### config.mk
export PLATFORM = sky130hd
export DESIGN_NAME = pcm_voice_port
export DESIGN_NICKNAME = d
export VERILOG_FILES = /design/src/rtl/pcm_port_pkg.sv /design/src/rtl/pcm_in_sync.sv /design/src/rtl/pcm_frame_timer.sv /design/src/rtl/pcm_tx_lane.sv /design/src/rtl/pcm_rx_lane.sv /design/src/rtl/pcm_voice_port.sv
export SDC_FILE = /design/constraint.sdc
export NUM_CORES = 1
export LEC_CHECK = 0
export CORE_MARGIN = 2
export CORE_UTILIZATION = 54
export DETAILED_ROUTE_END_ITERATION = 8
export GPL_TIMING_DRIVEN = 0
export PLACE_DENSITY = 0.81
export SYNTH_ARGS = -nofsm -noshare
export SYNTH_HDL_FRONTEND = slang
export SYNTH_SLANG_ARGS = --single-unit
### constraint.sdc
create_clock -name clk -period 2.5 [get_ports clk]
set_input_delay 0.5 -clock clk [delete_from_list [all_inputs] [get_ports clk]]
set_output_delay 0.5 -clock clk [all_outputs]
set_load 0.005 [all_outputs]
### src/rtl/pcm_port_pkg.sv
package pcm_port_pkg;
   localparam int BYTE_W = 8;
   localparam int BIT_W  = 3;

   typedef enum logic [1:0] {
      FS_LATE      = 2'd0,
      FS_EARLY     = 2'd1,
      FS_EARLY_INV = 2'd2,
      FS_SPARE     = 2'd3
   } fs_mode_e;
endpackage

### src/rtl/pcm_in_sync.sv
module pcm_in_sync #(
   parameter int W      = 3,
   parameter int STAGES = 2
) (
   input  logic         clk,
   input  logic         rst_n,
   input  logic [W-1:0] d,
   output logic [W-1:0] q
);
   if (STAGES == 0) begin : g_bypass
      assign q = d;
   end else begin : g_chain
      logic [W-1:0] st [STAGES];
      always_ff @(posedge clk or negedge rst_n) begin
         if (!rst_n) begin
            for (int i = 0; i < STAGES; i++) st[i] <= '0;
         end else begin
            st[0] <= d;
            for (int i = 1; i < STAGES; i++) st[i] <= st[i-1];
         end
      end
      assign q = st[STAGES-1];
   end
endmodule

### src/rtl/pcm_frame_timer.sv
module pcm_frame_timer
   import pcm_port_pkg::*;
#(
   parameter int SLOTS = 4,
   localparam int NBITS = SLOTS * BYTE_W,
   localparam int CW    = $clog2(NBITS + 2)
) (
   input  logic            clk,
   input  logic            rst_n,
   input  logic            bclk_s,
   input  logic            fs_s,
   input  logic [1:0]      mode,
   output logic            period_start,
   output logic            capture,
   output logic            in_frame,
   output logic [CW-4:0]   slot,
   output logic [BIT_W-1:0] bitn
);
   logic          bclk_q, run, launch, reverse, late;
   logic [CW-1:0] cnt, idx;

   assign reverse = (fs_mode_e'(mode) == FS_EARLY_INV);
   assign late    = (fs_mode_e'(mode) == FS_LATE);
   // edge roles swap in the reverse mode
   assign launch  = reverse ? (~bclk_s & bclk_q) : (bclk_s & ~bclk_q);
   assign capture = reverse ? (bclk_s & ~bclk_q) : (~bclk_s & bclk_q);

   always_ff @(posedge clk or negedge rst_n) begin
      if (!rst_n) begin
         bclk_q       <= 1'b0;
         run          <= 1'b0;
         cnt          <= '0;
         period_start <= 1'b0;
      end else begin
         bclk_q       <= bclk_s;
         period_start <= launch;
         if (launch) begin
            if (fs_s) begin
               // restart on every sync
               run <= 1'b1;
               cnt <= late ? CW'(0) : CW'(1);
            end else if (run && cnt != CW'(NBITS + 1)) begin
               cnt <= cnt + CW'(1);
            end
         end
      end
   end

   assign idx      = cnt - CW'(1);
   assign in_frame = (cnt != '0) && (cnt <= CW'(NBITS));
   assign slot     = idx[CW-1:BIT_W];
   assign bitn     = idx[BIT_W-1:0];


   cnt_moves_on_launch_chk: assert property (@(posedge clk) disable iff (!rst_n)
      !launch |=> $stable(cnt));
endmodule

### src/rtl/pcm_tx_lane.sv
module pcm_tx_lane
   import pcm_port_pkg::*;
(
   input  logic              clk,
   input  logic              rst_n,
   input  logic              period_start,
   input  logic              in_slot,
   input  logic              first_bit,
   input  logic              wr,
   input  logic [BYTE_W-1:0] wdata,
   output logic              pin,
   output logic              drive
);
   logic [BYTE_W-1:0] hold, sr;

   always_ff @(posedge clk or negedge rst_n) begin
      if (!rst_n) begin
         hold  <= '0;
         sr    <= '0;
         pin   <= 1'b0;
         drive <= 1'b0;
      end else begin
         if (wr) hold <= wdata;
         if (period_start) begin
            drive <= in_slot;
            if (in_slot && first_bit) begin
               sr  <= hold;
               pin <= hold[BYTE_W-1];
            end else if (in_slot) begin
               sr  <= sr << 1;
               pin <= sr[BYTE_W-2];
            end else begin
               pin <= 1'b0;
            end
         end
      end
   end


   tx_hold_between_launch_chk: assert property (@(posedge clk) disable iff (!rst_n)
      !period_start |=> $stable({pin, drive}));
endmodule

### src/rtl/pcm_rx_lane.sv
module pcm_rx_lane
   import pcm_port_pkg::*;
(
   input  logic              clk,
   input  logic              rst_n,
   input  logic              capture,
   input  logic              in_slot,
   input  logic              last_bit,
   input  logic              rx_s,
   output logic              strobe,
   output logic [BYTE_W-1:0] data
);
   logic [BYTE_W-1:0] sr;

   always_ff @(posedge clk or negedge rst_n) begin
      if (!rst_n) begin
         sr     <= '0;
         data   <= '0;
         strobe <= 1'b0;
      end else begin
         strobe <= 1'b0;
         if (capture && in_slot) begin
            sr <= {sr[BYTE_W-2:0], rx_s};
            if (last_bit) begin
               data   <= {sr[BYTE_W-2:0], rx_s};
               strobe <= 1'b1;
            end
         end
      end
   end


   rx_pulse_single_chk: assert property (@(posedge clk) disable iff (!rst_n)
      strobe |=> !strobe);

   rx_after_capture_chk: assert property (@(posedge clk) disable iff (!rst_n)
      strobe |-> $past(capture));
endmodule

### src/rtl/pcm_voice_port.sv
module pcm_voice_port
   import pcm_port_pkg::*;
#(
   parameter int SLOTS       = 4,
   parameter int SYNC_STAGES = 2,
   parameter int SLOT_W      = (SLOTS > 1) ? $clog2(SLOTS) : 1
) (
   input  logic              clk,
   input  logic              rst_n,
   input  logic              bit_clk,
   input  logic              frame_sync,
   input  logic              rx_pin,
   input  logic [1:0]        fs_mode,
   input  logic [SLOT_W-1:0] tx_slot_sel,
   input  logic [SLOT_W-1:0] rx_slot_sel,
   input  logic              tx_wr,
   input  logic [7:0]        tx_wdata,
   output logic              tx_pin,
   output logic              tx_drive,
   output logic              rx_strobe,
   output logic [7:0]        rx_rdata
);
   localparam int NBITS = SLOTS * BYTE_W;
   localparam int CW    = $clog2(NBITS + 2);

   if (SLOTS < 1 || SLOTS > 64) begin : g_bad_slots
      $error("SLOTS out of range");
   end
   if (SYNC_STAGES < 0 || SYNC_STAGES > 4) begin : g_bad_sync
      $error("SYNC_STAGES out of range");
   end

   logic [2:0]       raw, syn;
   logic             period_start, capture, in_frame, tx_in, rx_in;
   logic [CW-4:0]    slot;
   logic [BIT_W-1:0] bitn;

   assign raw = {bit_clk, frame_sync, rx_pin};

   pcm_in_sync #(.W(3), .STAGES(SYNC_STAGES)) u_sync (
      .clk(clk), .rst_n(rst_n), .d(raw), .q(syn));

   pcm_frame_timer #(.SLOTS(SLOTS)) u_timer (
      .clk(clk), .rst_n(rst_n), .bclk_s(syn[2]), .fs_s(syn[1]), .mode(fs_mode),
      .period_start(period_start), .capture(capture), .in_frame(in_frame),
      .slot(slot), .bitn(bitn));

   // independent slot matches
   assign tx_in = in_frame && (int'(slot) == int'(tx_slot_sel));
   assign rx_in = in_frame && (int'(slot) == int'(rx_slot_sel));

   pcm_tx_lane u_tx (
      .clk(clk), .rst_n(rst_n), .period_start(period_start), .in_slot(tx_in),
      .first_bit(bitn == BIT_W'(0)), .wr(tx_wr), .wdata(tx_wdata),
      .pin(tx_pin), .drive(tx_drive));

   pcm_rx_lane u_rx (
      .clk(clk), .rst_n(rst_n), .capture(capture), .in_slot(rx_in),
      .last_bit(bitn == BIT_W'(BYTE_W - 1)), .rx_s(syn[0]),
      .strobe(rx_strobe), .data(rx_rdata));
endmodule

==> results.yml <==
outcome:
  outcome: "finished clean"
clock_tree:
  clkTransAtPathRegs_ps: 80
  cts.path.max_buffers: 2
  postCtsHoldBufs: 0
  post_cts_buffers: 0
  htreeDepth: 2
  cts-root-buf: "clkbuf_8"
  cts_sinks: 48
  clk_latency_ps: 290
  cts_tree: "yes"
  cts_buffers: 5
  ctsResizeCount: 0
global_route:
  grt_max_degree: 36
  grt_pass1_vias: 1434
  grt_pass1_wl_um: 6460
  grt.overflow.total: 0
  antenna_found_initial: 0
  track_usage: 0.194
worst_setup_path:
  start_kind: "flop"
  regToRegSetupSlack_ps: 310
  cp_data_arrival_time_ps: 2370
  path_max_fanout: 9
  worst_setup_path_end_kind: "flop"
  critPathRequiredTime_ps: 2680
  critical_path_class: "flop to flop"
detailed_routing:
  antenna_left: 0
  finalWirelength_um: 3790
  drt-pass1-iter-count: 4
  drtIter0Drc: 85
  num_vias: 1349
  drcViolationCount: 0
  wl_per_cell_um: 15.1
  vias_per_cell: 5.40
sta:
  hold_violations: 0
  period_share: 0.876
  fmax_ghz: 0.457
  max_slew_margin: 0.665
  slew_violations: 0
  finalSetupTns_ps: 0
  setup_viol: 0
  rsz0062_at_grt: "false"
  fin_worst_skew_ps: 7.95
  setup_slack_ps: 310
  period_minus_slack_ps: 2190
  worst_pin_slew_ps: 501
floorplan:
  ioPinCount: 31
  dieArea_um2: 4580
  rows: 23
  fp.dieH_um: 67.6
  coreArea_um2: 3940
  dieWidth_um: 67.6
  floorplan.initialDensity: 0.555
synthesis:
  synth_cells: 163
  synthTopCellsByCount: "dfrtp_1 (48), mux2_2 (35), inv_1 (7)"
  synth_edf_count: 0
  synthesis.nets: 188
  yosys-top-cells-area: "dfrtp_1 (55%), mux2_2 (18%), ha_1 (2.9%)"
  yosysUniqueCellTypes: 38
  yosys.area.top_type: "dfrtp_1"
  synth_top_area_share: 0.549
  ys.flop_type: "dfrtp_1"
  ys_ff_latch: 48
  async_flop_share: 1.00
  ys_seq_area_frac: 0.549
  syn_area_per_cell_um2: 13.4
  synth_most_common_cell: "dfrtp_1"
  synth_area_um2: 2190
  ys_warn_count: 0
final_layout:
  final_nets: 225
  post-route-util: 0.668
  synthToLayoutAreaGrowth_pct: 20.4
  diodes: 0
  final_cells: 250
  final.fill_count: 288
  final-seq-area_um2: 1200
  multi_input_area_um2: 913
  layout-drive-gt1-share: 0.280
placed_design:
  dp_hpwl_um: 2790
  pre_cts_ws_ps: 244
  globalplace.congestion: 0.803
  port_buffers: 29
  placed_cells: 243
flow_run:
  drv_cap: 0
power:
  ir_worst_vdd_mv: 0.521
  powerDensity_nw_per_um2: 818
  p_leak_uw: 0.00122
worst_hold_path:
  hp-class: "primary input to asynchronous set/reset pin"
cell type report:
cell class                 count  share of cell area
timing repair buffer          30               0.116
tap                           50              0.0238
multi-input combinational    102               0.347
clock buffer                   6              0.0276
buffer                         6              0.0176
sequential                    48               0.456
clock inverter                 1             0.00190
inverter                       7             0.00998
power breakdown:
part           total (µW)  internal, µW  leakage (µW)  switching [µW]
Sequential            995           901      0.000621            93.9
Clock                 423           190     0.0000410             232
Combinational         736           414      0.000559             322
cell usage in the layout, fill, tap and decap left out, drive strengths merged, types with 4 or more instances in the layout:
master	instances
nand2	4
xor2	5
dfrtp	48
o21ai	6
inv	7
nor2	6
mux2	36
clkbuf	8
xnor2	7
buf	6
clkdlybuf4s50	28
ha	5
worst max-delay path: stages (launching register included):
cell and delay [ps]:
dfrtp_1 490, inv_1 130, ha_1 230, nor3b_4 250, xnor2_1 130, nor3_1 210, and2_1 170, buf_6 130
mux2_2 330
logic make-up (layout without fill, tap and decap cells):
group,Yosys count,count (layout),synth area share
buf+inv,13,50,0.0332
flops,48,48,0.549
simple gates,31,31,0.0921
compound gates,16,16,0.0492
mux,38,38,0.196
xor+xnor,12,12,0.0515
fa+ha+maj,5,5,0.0286
routing by layer:
layer  GRT usage  wire length, µm  up-vias
met5           0                0        -
met4      0.0765               45        0
met3      0.0400              138        5
met2       0.342             2050       25
met1       0.229             1550      687
li1            -                -      632
worst paths after layout:
| check | start | to | depth (start not counted) |
|---|---|---|---|
| min in group clk | u_sync.g_chain.st[3] | u_sync.q[0] | 0 |
| worst min-delay path | rst_n | u_timer.cnt[0] | 1 |
| worst min register to register | u_sync.g_chain.st[3] | u_sync.q[0] | 0 |
| worst max-delay path | u_timer.cnt[0] | u_rx.sr[5] | 8 |
| max in group asynchronous | rst_n | u_tx.hold[2] | 2 |
| worst max register to register | u_timer.cnt[0] | u_rx.sr[5] | 8 |
stage by stage:
stage	instance area [µm²]	hold slack, ps	power (µW)
after detailed placement	2550	336	1750
final	2630	100	2150
after floorplan	2190	204	1530
after global routing	2630	116	2290
after global placement	2540	332	1700
after CTS	2630	104	2180
registers in the layout, summed over array words and instances, names as in the netlist:
signal / cells
u_rx.data: 8
u_rx.sr: 7
u_tx.pin: 1
u_timer.run: 1
u_timer.bclk_q: 1
u_timer.cnt: 6
u_sync.q: 3
u_timer.period_start: 1
u_tx.hold: 8
u_sync.g_chain.st: 3
u_rx.strobe: 1
u_tx.drive: 1
u_tx.sr: 7
Note: power is estimated with default switching activity, not from simulation.
